--- config.mk ---
export PLATFORM = sky130hd
export DESIGN_NAME = e1_code_insert_mux
export DESIGN_NICKNAME = d
export VERILOG_FILES = /design/src/rtl/e1_mux_pkg.sv /design/src/rtl/e1_slot_timer.sv /design/src/rtl/e1_cfg_regs.sv /design/src/rtl/e1_slot_select.sv /design/src/rtl/e1_code_insert_mux.sv
export SDC_FILE = /design/constraint.sdc
export NUM_CORES = 1
export LEC_CHECK = 0
export ABC_AREA = 0
export ABC_CLOCK_PERIOD_IN_PS = 5920
export CORE_MARGIN = 2
export CORE_UTILIZATION = 33
export DETAILED_ROUTE_END_ITERATION = 12
export PLACE_DENSITY = 0.48
export SYNTH_ARGS = -nofsm -noshare
export SYNTH_HDL_FRONTEND = slang
export SYNTH_SLANG_ARGS = --single-unit
--- constraint.sdc ---
create_clock -name clk -period 5.92 [get_ports clk]
set_input_delay 0.592 -clock clk [delete_from_list [all_inputs] [get_ports clk]]
set_output_delay 0.592 -clock clk [all_outputs]
set_load 0.005 [all_outputs]
--- src/rtl/e1_mux_pkg.sv ---
package e1_mux_pkg;

    localparam int ADDR_W       = 6;
    localparam int CODE_W       = 8;
    localparam int ADDR_MASK0   = 0;
    localparam int ADDR_MODE    = 4;
    localparam int ADDR_IDLE    = 5;
    localparam int ADDR_CEN0    = 8;
    localparam int ADDR_CODE0   = 32;

    typedef enum logic [1:0] {
        SRC_BP   = 2'd0,
        SRC_IDLE = 2'd1,
        SRC_CODE = 2'd2,
        SRC_LOOP = 2'd3
    } src_e;

    typedef struct packed {
        src_e              src;
        logic [CODE_W-1:0] code;
    } slot_t;

    function automatic src_e pick_src(input logic cen, input logic msk, input logic loop_mode);
        if (cen)
            return SRC_CODE;
        else if (msk)
            return loop_mode ? SRC_LOOP : SRC_IDLE;
        else
            return SRC_BP;
    endfunction

endpackage

--- src/rtl/e1_slot_timer.sv ---
module e1_slot_timer #(
    parameter int NUM_CH  = 32,
    parameter int CH_BITS = 8,
    localparam int CH_W   = $clog2(NUM_CH),
    localparam int BIT_W  = $clog2(CH_BITS),
    localparam int POS_W  = CH_W + BIT_W
) (
    input  logic             clk,
    input  logic             rst,
    input  logic             fsync,
    output logic [CH_W-1:0]  ch_idx,
    output logic [BIT_W-1:0] bit_idx
);
    logic [POS_W-1:0] cnt_q;
    logic [POS_W-1:0] pos_cur;

    assign pos_cur = fsync ? '0 : cnt_q;
    assign ch_idx  = pos_cur[POS_W-1:BIT_W];
    assign bit_idx = pos_cur[BIT_W-1:0];

    always_ff @(posedge clk) begin
        if (rst)
            cnt_q <= '0;
        else
            cnt_q <= pos_cur + POS_W'(1);
    end

    // fsync places the next bit time at position 1
    a_r2_fsync_origin: assert property (@(posedge clk) disable iff (rst)
        fsync |=> (cnt_q == POS_W'(1)));

    // free running advance with wrap
    a_r2_advance: assert property (@(posedge clk) disable iff (rst)
        (!fsync && !$past(rst)) |=> (cnt_q == $past(cnt_q) + POS_W'(1)));

endmodule

--- src/rtl/e1_cfg_regs.sv ---
module e1_cfg_regs
    import e1_mux_pkg::*;
#(
    parameter int NUM_CH  = 32,
    localparam int CH_W   = $clog2(NUM_CH),
    localparam int BYTES  = NUM_CH / 8
) (
    input  logic              clk,
    input  logic              rst,
    input  logic              wr_en,
    input  logic [ADDR_W-1:0] wr_addr,
    input  logic [7:0]        wr_data,
    input  logic [CH_W-1:0]   rd_ch,
    output logic [NUM_CH-1:0] mask,
    output logic [NUM_CH-1:0] cen,
    output logic              loop_mode,
    output logic [CODE_W-1:0] idle_code,
    output logic [CODE_W-1:0] rd_code
);
    logic [CODE_W-1:0] code_q [NUM_CH];

    always_ff @(posedge clk) begin
        if (rst) begin
            mask      <= '0;
            cen       <= '0;
            loop_mode <= 1'b0;
            idle_code <= '0;
        end else if (wr_en) begin
            for (int k = 0; k < BYTES; k++) begin
                if (int'(wr_addr) == ADDR_MASK0 + k) mask[8*k +: 8] <= wr_data;
                if (int'(wr_addr) == ADDR_CEN0 + k)  cen[8*k +: 8]  <= wr_data;
            end
            if (int'(wr_addr) == ADDR_MODE) loop_mode <= wr_data[0];
            if (int'(wr_addr) == ADDR_IDLE) idle_code <= wr_data;
        end
    end

    for (genvar n = 0; n < NUM_CH; n++) begin : g_code
        always_ff @(posedge clk) begin
            if (rst)
                code_q[n] <= '0;
            else if (wr_en && int'(wr_addr) == ADDR_CODE0 + n)
                code_q[n] <= wr_data;
        end
    end

    assign rd_code = code_q[rd_ch];

endmodule

--- src/rtl/e1_slot_select.sv ---
module e1_slot_select
    import e1_mux_pkg::*;
#(
    parameter int NUM_CH  = 32,
    parameter int CH_BITS = 8,
    localparam int CH_W   = $clog2(NUM_CH),
    localparam int BIT_W  = $clog2(CH_BITS)
) (
    input  logic              clk,
    input  logic              rst,
    input  logic [CH_W-1:0]   ch_idx,
    input  logic [BIT_W-1:0]  bit_idx,
    input  logic [NUM_CH-1:0] mask,
    input  logic [NUM_CH-1:0] cen,
    input  logic              loop_mode,
    input  logic [CODE_W-1:0] idle_code,
    input  logic [CODE_W-1:0] ch_code,
    input  logic              bp_data,
    input  logic              rx_data,
    output src_e              cur_src,
    output logic              sel_bit
);
    slot_t slot_q;
    slot_t slot_new;
    slot_t slot_cur;
    logic  start;

    assign start        = (bit_idx == '0);
    assign slot_new.src  = pick_src(cen[ch_idx], mask[ch_idx], loop_mode);
    assign slot_new.code = cen[ch_idx] ? ch_code : idle_code;
    assign slot_cur      = start ? slot_new : slot_q;
    assign cur_src       = slot_cur.src;

    always_ff @(posedge clk) begin
        if (rst)
            slot_q <= '{src: SRC_BP, code: '0};
        else
            slot_q <= slot_cur;
    end

    always_comb begin
        unique case (slot_cur.src)
            SRC_BP:   sel_bit = bp_data;
            SRC_LOOP: sel_bit = rx_data;
            default:  sel_bit = slot_cur.code[BIT_W'(CH_BITS-1) - bit_idx];
        endcase
    end

    // the latched choice only moves at a timeslot start
    a_r8_slot_hold: assert property (@(posedge clk) disable iff (rst)
        (!start) |=> $stable(slot_q));

    // an enabled per-timeslot code wins over the mask
    a_r7_code_wins: assert property (@(posedge clk) disable iff (rst)
        (start && cen[ch_idx]) |=> (slot_q.src == SRC_CODE));

endmodule

--- src/rtl/e1_code_insert_mux.sv ---
module e1_code_insert_mux
    import e1_mux_pkg::*;
#(
    parameter int NUM_CH  = 32,
    parameter int CH_BITS = CODE_W,
    localparam int CH_W   = $clog2(NUM_CH),
    localparam int BIT_W  = $clog2(CH_BITS)
) (
    input  logic              clk,
    input  logic              rst,
    input  logic              fsync,
    input  logic              bp_data,
    input  logic              rx_data,
    input  logic              wr_en,
    input  logic [ADDR_W-1:0] wr_addr,
    input  logic [7:0]        wr_data,
    output logic              tx_data
);
    logic [CH_W-1:0]   ch_idx;
    logic [BIT_W-1:0]  bit_idx;
    logic [NUM_CH-1:0] mask;
    logic [NUM_CH-1:0] cen;
    logic              loop_mode;
    logic [CODE_W-1:0] idle_code;
    logic [CODE_W-1:0] ch_code;
    src_e              cur_src;
    logic              sel_bit;

    e1_slot_timer #(.NUM_CH(NUM_CH), .CH_BITS(CH_BITS)) u_timer (
        .clk(clk), .rst(rst), .fsync(fsync),
        .ch_idx(ch_idx), .bit_idx(bit_idx)
    );

    e1_cfg_regs #(.NUM_CH(NUM_CH)) u_cfg (
        .clk(clk), .rst(rst),
        .wr_en(wr_en), .wr_addr(wr_addr), .wr_data(wr_data),
        .rd_ch(ch_idx),
        .mask(mask), .cen(cen), .loop_mode(loop_mode),
        .idle_code(idle_code), .rd_code(ch_code)
    );

    e1_slot_select #(.NUM_CH(NUM_CH), .CH_BITS(CH_BITS)) u_sel (
        .clk(clk), .rst(rst),
        .ch_idx(ch_idx), .bit_idx(bit_idx),
        .mask(mask), .cen(cen), .loop_mode(loop_mode),
        .idle_code(idle_code), .ch_code(ch_code),
        .bp_data(bp_data), .rx_data(rx_data),
        .cur_src(cur_src), .sel_bit(sel_bit)
    );

    always_ff @(posedge clk) begin
        if (rst)
            tx_data <= 1'b0;
        else
            tx_data <= sel_bit;
    end

    // a looped timeslot repeats rx_data one clock later
    a_r5_loop_path: assert property (@(posedge clk) disable iff (rst)
        (cur_src == SRC_LOOP) |=> (tx_data == $past(rx_data)));

    // a backplane timeslot repeats bp_data one clock later
    a_r9_bp_path: assert property (@(posedge clk) disable iff (rst)
        (cur_src == SRC_BP) |=> (tx_data == $past(bp_data)));

    // output held low in reset
    a_r1_reset_low: assert property (@(posedge clk)
        $past(rst) |-> (tx_data == 1'b0));

endmodule

======== Word-level counts from Yosys, hierarchy flattened ========
Memories as Yosys holds them, arrays and structs flattened.
Cells that the tools add are included.
word-level totals
  bits in registers ....................... 92
  RAM bits ................................ 256
  output and inout port bits .............. 1
  word-level logic and storage cells ...... 281
  memories kept ........................... 1
operators by class
  add/subtract/negate cells ............... 2
  order comparisons ....................... 2
  equality and inequality tests ........... 42
  multiplexer cells ....................... 143
  bitwise gates (word level) .............. 32
  reduce and logical (&&, ||, !) cells .... 45
memories
  name          words  bits a word  rd ports  clocked after Yosys merged registers in  write ports  line               RTL
  u_cfg.code_q  32     8            1         0                                        32           e1_cfg_regs.sv:20  logic [CODE_W-1:0] code_q [NUM_CH];
operators with widths
  kind                                                                          count
  8-bit 2-to-1 mux                                                              34
  1-bit 2-to-1 mux                                                              101
  6-bit equality test, second input constant                                    16
  6-bit by 5-bit equality test with 1-bit output, second input constant         12
  6-bit by 4-bit equality test with 1-bit output, second input constant         6
  1-bit logical AND                                                             32
  1-bit OR                                                                      32
  6-bit by 3-bit equality test with 1-bit output, second input constant         4
  2-bit AND reduction                                                           10
  6-bit by 2-bit equality test with 1-bit output, second input constant         2
  1-bit binary-select mux with 5-bit select                                     2
  10-bit 2-to-1 mux                                                             1
  8-bit by 1-bit adder with 8-bit output, second input constant                 1
  6-bit by 1-bit equality test with 1-bit output, second input constant         1
  6-bit zero test                                                               1
  5-bit by 6-bit less-than comparator with 1-bit output, second input constant  1
  2-bit 2-to-1 mux                                                              3
  3-bit by 4-bit less-than comparator with 1-bit output, second input constant  1
  1-bit binary-select mux with 3-bit select                                     1
  3-bit zero test                                                               1
  3-bit subtractor, first input constant                                        1
  2-bit equality test, second input constant                                    1
  2-bit zero test                                                               1
  1-bit case mux with 2 select lines                                            1

======== Longest topological paths before layout ========
Gate-level depths: netlist of the first run.
  depth after elaboration ................. 9
  depth in mapped cells ................... 18
  mapped depth without buffers ............ 14

======== By module ========
From an unflattened synthesis of the first run, not the netlist that was laid out.
unflattened totals
  cell total of the unflattened synthesis .. 1272
  area total of the unflattened synthesis .. 16435.8 µm²
by module, submodules not included
  module              instances  cells each  area an instance (µm²)
  e1_cfg_regs         1          1098        14818.0
  e1_slot_select      1          126         1164.9
  e1_slot_timer       1          46          419.2
  e1_code_insert_mux  1          2           33.8

======== Worst setup path after synthesis of the first run ========
OpenSTA, ideal clock, no wires.
  kind .................................... in2reg
  start point ............................. input fsync
  end point ............................... register tx_data
  arrival time ............................ 3.075 ns
  data required time ...................... 5.788 ns
  slack ................................... 2.713 ns
  cell stages on the path ................. 14
  path buffers ............................ 4
  cells stage by stage .................... clkbuf_1 clkbuf_1 clkbuf_1 nand2b_1 ha_1 and2_1 clkbuf_1 a31oi_1 inv_1 ha_1 a221oi_1 nor2_1 o21ai_0 a311oi_1
on the way
  cells in the longest elaborated chain, start to end .. 8
  elaborated cells between the ends (all ways) .. 17
  classes of those cells .................. 1 x add/sub; 1 x eq/ne; 12 x mux; 2 x reduce/logical; 1 x memory
ends and longest elaborated chain
  element                                                        line                      RTL
  from (decl)                                                    e1_code_insert_mux.sv:11  input logic fsync,
  8-bit 2-to-1 mux (*)                                           e1_slot_timer.sv:17       assign pos_cur = fsync ? '0 : cnt_q;
  1-bit binary-select mux with 5-bit select                      e1_slot_select.sv:29      assign slot_new.src = pick_src(cen[ch_idx], mask[ch_idx], loop_mode);
  1-bit 2-to-1 mux (implied by the code)                         e1_slot_select.sv:29
  2-bit 2-to-1 mux                                               e1_mux_pkg.sv:26          else if (msk)
  2-bit 2-to-1 mux                                               e1_mux_pkg.sv:24          if (cen)
  10-bit 2-to-1 mux (*)                                          e1_slot_select.sv:31      assign slot_cur = start ? slot_new : slot_q;
  net cur_src[1]                                                 e1_code_insert_mux.sv:26  src_e cur_src;
  2-bit equality test / 2-bit zero test (equally long branches)  e1_slot_select.sv:42      unique case (slot_cur.src)
  1-bit case mux with 2 select lines (*)                         e1_slot_select.sv:42
  to (signal assigned)                                           e1_code_insert_mux.sv:55  tx_data <= sel_bit;
  to (decl)                                                      e1_code_insert_mux.sv:17  output logic tx_data
The timed path passes the listed nets; every way through them passes the cells marked *. The select of a mux whose other input is x is not followed.
A chain may end at the register's enable or synchronous reset.

======== Worst setup path in the final report of the first run ========
  start point ............................. register u_timer.cnt_q[4]
  end point ............................... register tx_data
on the way
  cells in the longest elaborated chain, start to end .. 8
  elaborated cells between the ends (all ways) .. 15
  classes of those cells .................. 1 x eq/ne; 12 x mux; 1 x reduce/logical; 1 x memory
ends and longest elaborated chain
  element                                                        line                      RTL
  from (decl)                                                    e1_slot_timer.sv:14       logic [POS_W-1:0] cnt_q;
  from (signal assigned)                                         e1_slot_timer.sv:25       cnt_q <= pos_cur + POS_W'(1);
  8-bit 2-to-1 mux (*)                                           e1_slot_timer.sv:17
  1-bit binary-select mux with 5-bit select                      e1_slot_select.sv:29
  1-bit 2-to-1 mux (implied by the code)                         e1_slot_select.sv:29
  2-bit 2-to-1 mux                                               e1_mux_pkg.sv:26
  2-bit 2-to-1 mux (*)                                           e1_mux_pkg.sv:24
  10-bit 2-to-1 mux (*)                                          e1_slot_select.sv:31
  net cur_src[1]                                                 e1_code_insert_mux.sv:26
  2-bit equality test / 2-bit zero test (equally long branches)  e1_slot_select.sv:42
  1-bit case mux with 2 select lines (*)                         e1_slot_select.sv:42
Marked as above.

==> results.cfg, run 1 <==
[clock_network]
clk_path_buf_depth = 3
post-cts-setup-buffers = 0
cts_tree = done
clock_latency_ps = 560
clkTransAtPathRegs_ps = 60
cts.htree.levels = 2
clkSinkCount = 348
cts_root_buf = clkbuf_16
numCtsBuffers = 40
cts.repair.resized = 0
cts-hold-fix-buffers = 0

[timing]
clock_skew_ps = 15.1
period_needed_ps = 4100
relSlewSlack_pct = 20.2
finalHoldViolations = 0
fin_tns_setup_ps = 0
finalCritPeriodShare_pct = 69.3
fmax_mhz = 244
worst_slew_pin_slew_ps = 1200
setup_viol = 0
holdWs_ps = 428
slew_viol_final = 0
grt_setup_unrepaired = false
finalWorstSetupSlack_ps = 1820

[global_route]
grt_pass1_wl_um = 79000
grt_antenna_before_repair = 2
grt_use_total_pct = 20.2
first_global_vias = 11700
grt_max_degree = 77
overflow = 0

[floorplan]
die_x_um = 229
start_util_pct = 33.4
io_pins = 21
die_height_um = 229
core_sq_mm = 0.0501
dieArea_sq_mm = 0.0524
rows = 82

[synth]
synth_most_common_cell = and2_1
synth-edff-count = 256
synth_top_area_share_pct = 46.0
syn_inst = 1550
ys_seq_elements = 348
synth_area_leaders = edfxtp_1, dfxtp_1, and2_1
netlist_area_sq_mm = 0.0167
yosysTopAreaCell = edfxtp_1
synth_area_per_cell_sq_um = 10.8
synthTopCellsByCount = and2_1, edfxtp_1, nand2_1
yosysWarnings = 0
synth_cell_type_count = 60
synth_nets = 1574
async_flop_share_pct = 0
synth_seq_area_share_pct = 57.1
synth_ff_type = edfxtp_1

[critical_path]
cp_slowest_cell = dfxtp_2
path_delay_family = compound AO/OA/AOI/OAI gates
slowest_delay_ps = 710
crit_type = register to register
worstPathMaxFanout = 29
crit_path_end_kind = register
start_kind = register
path_cells = buf_4, nor2b_4, buf_4, nand2_1, a311oi_1, a31oi_1, a21oi_1, nand2b_1, a31oi_1, inv_1, ha_1, nand3_1, o21ai_0, a311oi_1
crit_required_ps = 6370
critPathArrivalTime_ps = 4560
path_buf_inv = 3

[placed_design]
place_area_sq_mm = 0.0173
place_congestion = 0.830
pre_cts_ws_ps = 1510
hpwl_um = 33100
numPortBuffers = 20

[power_and_ir_drop]
powerDensity_mw_per_mm2 = 293
leakagePower_uw = 0.00651
peakVddDrop_mv = 0.173

[routing]
drt_first_pass_iters = 5
drcViolationCount = 0
postRouteAntennaNets = 0
routed_via_density = 5.31
avgRoutedWirePerCell_um = 23.9
drt-total-wl_um = 52700
drt_iter0_markers = 1093
vias = 11700

[layout]
final_cell_area_sq_mm = 0.0186
drive_above_1_share_pct = 8.81
num-fill-cells = 4963
syn2layout_area_growth_pct = 11.2
diodes = 0
num-nets-final = 1526

[status]
status = complete, no violations

[worst_hold_path]
min_path_type = input pin to register

[job]
cap_viol_max_count = 0
final timing paths:
kind,from,endpoint,slack (ps),cells after the start
setup / recovery,u_timer.cnt_q[4]$_SDFF_PP0_,tx_data$_SDFF_PP0_,1820,14
hold / removal,rst,u_timer.cnt_q[2]$_SDFF_PP0_,430,2
setup reg to reg,u_timer.cnt_q[4]$_SDFF_PP0_,tx_data$_SDFF_PP0_,1820,14
hold reg to reg,u_cfg.mask[25]$_SDFFE_PP0P_,u_cfg.mask[25]$_SDFFE_PP0P_,450,2
per-stage QoR:
step | std cells | util [%] | power (uW)
5_1_grt | 2204 | 37.1 | 5600
4_1_cts | 2204 | 37.1 | 5490
3_5_place_dp | 2132 | 34.6 | 3060
3_3_place_gp | 2132 | 34.6 | 3060
6_report | 2204 | 37.1 | 5440
2_1_floorplan | 1550 | - | 2930
registers in the layout, summed over array words and instances (netlist names):
name,flops
u_sel.slot_q,10
u_cfg.code_q,256
u_cfg.loop_mode,1
u_cfg.idle_code,8
u_cfg.cen,32
tx_data,1
u_timer.cnt_q,8
u_cfg.mask,32
where the power goes:
part / total (uW) / internal [uW] / switching [uW]
combinational: 267 / 67.2 / 200
clock: 2430 / 1430 / 1000
sequential: 2740 / 2710 / 29.6
total: 5440 / 4210 / 1230
layout make-up:
class	count	area (sq um)	share of cell area, %
flip-flops and latches	348	9540	51.3
multi-input cells	1063	6600	35.5
clock buffers	56	1140	6.14
well taps	672	841	4.53
repair buffers	38	300	1.62
clock inverters	16	124	0.667
inverters	11	41.3	0.222
per-layer routing:
metal | vias to the layer above | GRT usage (%) | routed length [um]
met5 | - | 0 | 26
met4 | 4 | 7.20 | 1590
met3 | 93 | 3.93 | 3230
met2 | 364 | 31.0 | 23400
met1 | 5828 | 28.5 | 24400
li1 | 5412 | - | -
placed cells by master (no fill, tap or decap), types with 13 or more instances in the layout:
| master | count |
|---|---|
| nand2b_1 | 13 |
| o21bai_1 | 17 |
| edfxtp_1 | 256 |
| mux2i_1 | 80 |
| nand3_1 | 77 |
| nor2b_1 | 24 |
| a21o_1 | 16 |
| nand2_1 | 163 |
| a31oi_1 | 19 |
| a311oi_1 | 16 |
| a21oi_1 | 87 |
| mux2_2 | 28 |
| o21ai_0 | 32 |
| nor2_1 | 96 |
| a211oi_1 | 20 |
| clkbuf_16 | 42 |
| dfxtp_1 | 89 |
| buf_4 | 18 |
| and2_1 | 258 |
kinds of logic (layout without fill, tap and decap cells):
logic type | count (synthesis) | count (layout) | synth area share [%]
DFF | 348 | 348 | 57.1
xor gates and xnor gates | 5 | 5 | 0.262
buffers and inverters | 139 | 121 | 3.66
and+or+nand+nor | 675 | 675 | 20.9
adders and majority gates | 4 | 4 | 0.300
muxes | 113 | 113 | 7.36
AOI/OAI and AO/OA | 266 | 266 | 10.5
(Power assumes the default switching activity.)
==> inputs of run 2 (changes only) <==
--- a/config.mk
+++ b/config.mk
@@ -6,7 +6,7 @@
 export NUM_CORES = 1
 export LEC_CHECK = 0
 export ABC_AREA = 0
-export ABC_CLOCK_PERIOD_IN_PS = 5920
+export ABC_CLOCK_PERIOD_IN_PS = 3800
 export CORE_MARGIN = 2
 export CORE_UTILIZATION = 33
 export DETAILED_ROUTE_END_ITERATION = 12
==> constraint.sdc (replaced) <==
create_clock -name clk -period 3.8 [get_ports clk]
set_input_delay 0.38 -clock clk [delete_from_list [all_inputs] [get_ports clk]]
set_output_delay 0.38 -clock clk [all_outputs]
set_load 0.005 [all_outputs]
==> run 2 against run 1 <==
  * Design area up 3.7%
  * Critical path depth down 4
  * Power up 65%
  * Cell count up 2.9%
  * Global-route usage up 0.43 points
  * Largest power group unchanged
  * Combinational power up 67%
  * Clock power up 75%
  * Sequential share of layout area down 1.8 points
==> results.cfg, run 2 (synthesis results as in run 1) <==
[layout]
regMostFlops = u_cfg.code_q
layout_commonest_cell = and2_1
syn2layout_area_growth_pct = 15.3
final_cell_mix = and2_1, edfxtp_1, nand2_1, nor2_1, dfxtp_1
reg_top3 = u_cfg.code_q x256, u_cfg.cen x32, u_cfg.mask x32
drive_above_1_share_pct = 12.5
diodes = 0
final_cell_count_no_fill = 2267
num-nets-final = 1588
largest_reg_flops = 256
final_cell_area_sq_mm = 0.0193
num-fill-cells = 4981

[clock_network]
cts.htree.levels = 2
clock_latency_ps = 580
cts_tree = done
cts-hold-fix-buffers = 0
clkSinkCount = 348
cts.repair.resized = 0
numCtsBuffers = 40
cts_root_buf = clkbuf_16
post-cts-setup-buffers = 0
clkTransAtPathRegs_ps = 60
clk_path_buf_depth = 3

[placed_design]
pre_cts_ws_ps = 353
place_inst = 2194
place_area_sq_mm = 0.0178
numPortBuffers = 20
hpwl_um = 35100
place_congestion = 0.917

[timing]
finalCritPeriodShare_pct = 91.6
finalHoldViolations = 0
fin_tns_setup_ps = 0
period_needed_ps = 3480
setup_viol = 0
slew_viol_final = 0
worst_slew_pin_slew_ps = 1120
fmax_mhz = 287
clock_skew_ps = 28.6
finalWorstSetupSlack_ps = 320
relSlewSlack_pct = 25.4
grt_setup_unrepaired = false

[routing]
avgRoutedWirePerCell_um = 24.0
routed_via_density = 5.27
vias = 11900
drt_first_pass_iters = 5
drcViolationCount = 0
postRouteAntennaNets = 0
drt-total-wl_um = 54300
drt_iter0_markers = 1218

[global_route]
grt_use_total_pct = 20.7
grt_antenna_before_repair = 1
first_global_vias = 11800
grt_pass1_wl_um = 80500
grt_max_degree = 125
overflow = 0

[floorplan]
die_height_um = 229
io_pins = 21
start_util_pct = 33.4
die_x_um = 229
dieArea_sq_mm = 0.0524
core_sq_mm = 0.0501
rows = 82

[critical_path]
reg2reg_depth = 10
worstPathMaxFanout = 33
start_kind = register
crit_path_end_kind = register
critPathArrivalTime_ps = 3950
crit_type = register to register
crit_required_ps = 4270

[power_and_ir_drop]
leakagePower_uw = 0.00692
powerDensity_mw_per_mm2 = 466
peakVddDrop_mv = 0.301

[worst_hold_path]
hold_depth = 3
min_path_type = input pin to register

[status]
status = complete, no violations

[job]
cap_viol_max_count = 0
## run 2: cell count changes in the layout (fill, tap and decap cells not counted), moves of 3 or more
cell and change:
buf_12 +5, clkinv_2 -3, bufinv_16 +6, buf_4 +57
## run 2: worst paths after layout
check | slack, ps | startpoint | endpoint
worst max register to register | 320 | u_timer.cnt_q[3]$_SDFF_PP0_ | tx_data$_SDFF_PP0_
worst min-delay path | 340 | wr_data[3] | u_cfg.mask[3]$_SDFFE_PP0P_
worst max-delay path | 320 | u_timer.cnt_q[3]$_SDFF_PP0_ | tx_data$_SDFF_PP0_
worst min register to register | 450 | u_cfg.mask[30]$_SDFFE_PP0P_ | u_cfg.mask[30]$_SDFFE_PP0P_
## run 2: layer usage
metal  GRT usage [%]  vias to the layer above  share of wire [%]
li1                -                     5542                  -
met1            29.3                     5939                 47
met2            31.8                      374                 45
met3            4.38                       82                6.4
met4            5.72                        0                2.4
met5               0                        -                  0
## run 2: final cells by class
| class | instances | area, sq um | share of cell area [%] |
|---|---|---|---|
| clock buffer | 51 | 1110 | 5.77 |
| clock inverter | 22 | 318 | 1.65 |
| inverter | 11 | 41.3 | 0.214 |
| multi-input combinational | 1063 | 6590 | 34.2 |
| sequential | 348 | 9540 | 49.5 |
| tap | 672 | 841 | 4.37 |
| timing repair buffer | 100 | 828 | 4.30 |
## run 2: metrics by stage
stage          hold slack [ps]  utilization [%]  power (uW)
2_1_floorplan              427                -        4570
3_3_place_gp               442             35.6        4800
3_5_place_dp               447             35.6        4800
4_1_cts                    312             38.5        9040
5_1_grt                    341             38.5        9250
6_report                   339             38.5        8970
## run 2: where the power goes
group | total, uW | internal [uW] | switching (uW) | leakage, uW
clock | 4250 | 2620 | 1630 | 0.000699
sequential | 4270 | 4220 | 49.7 | 0.00318
combinational | 446 | 124 | 321 | 0.00304
total | 8970 | 6970 | 2000 | 0.00692
## run 2: critical path, cell delays in order (launching register included)
cell and delay (ps):
dfxtp_4 580, and2b_1 410, buf_4 480, nand2_1 110, a32oi_1 440, a22o_1 270
o22ai_1 130, nor4_1 390, a211o_1 180, o2111ai_1 130, a311oi_1 250
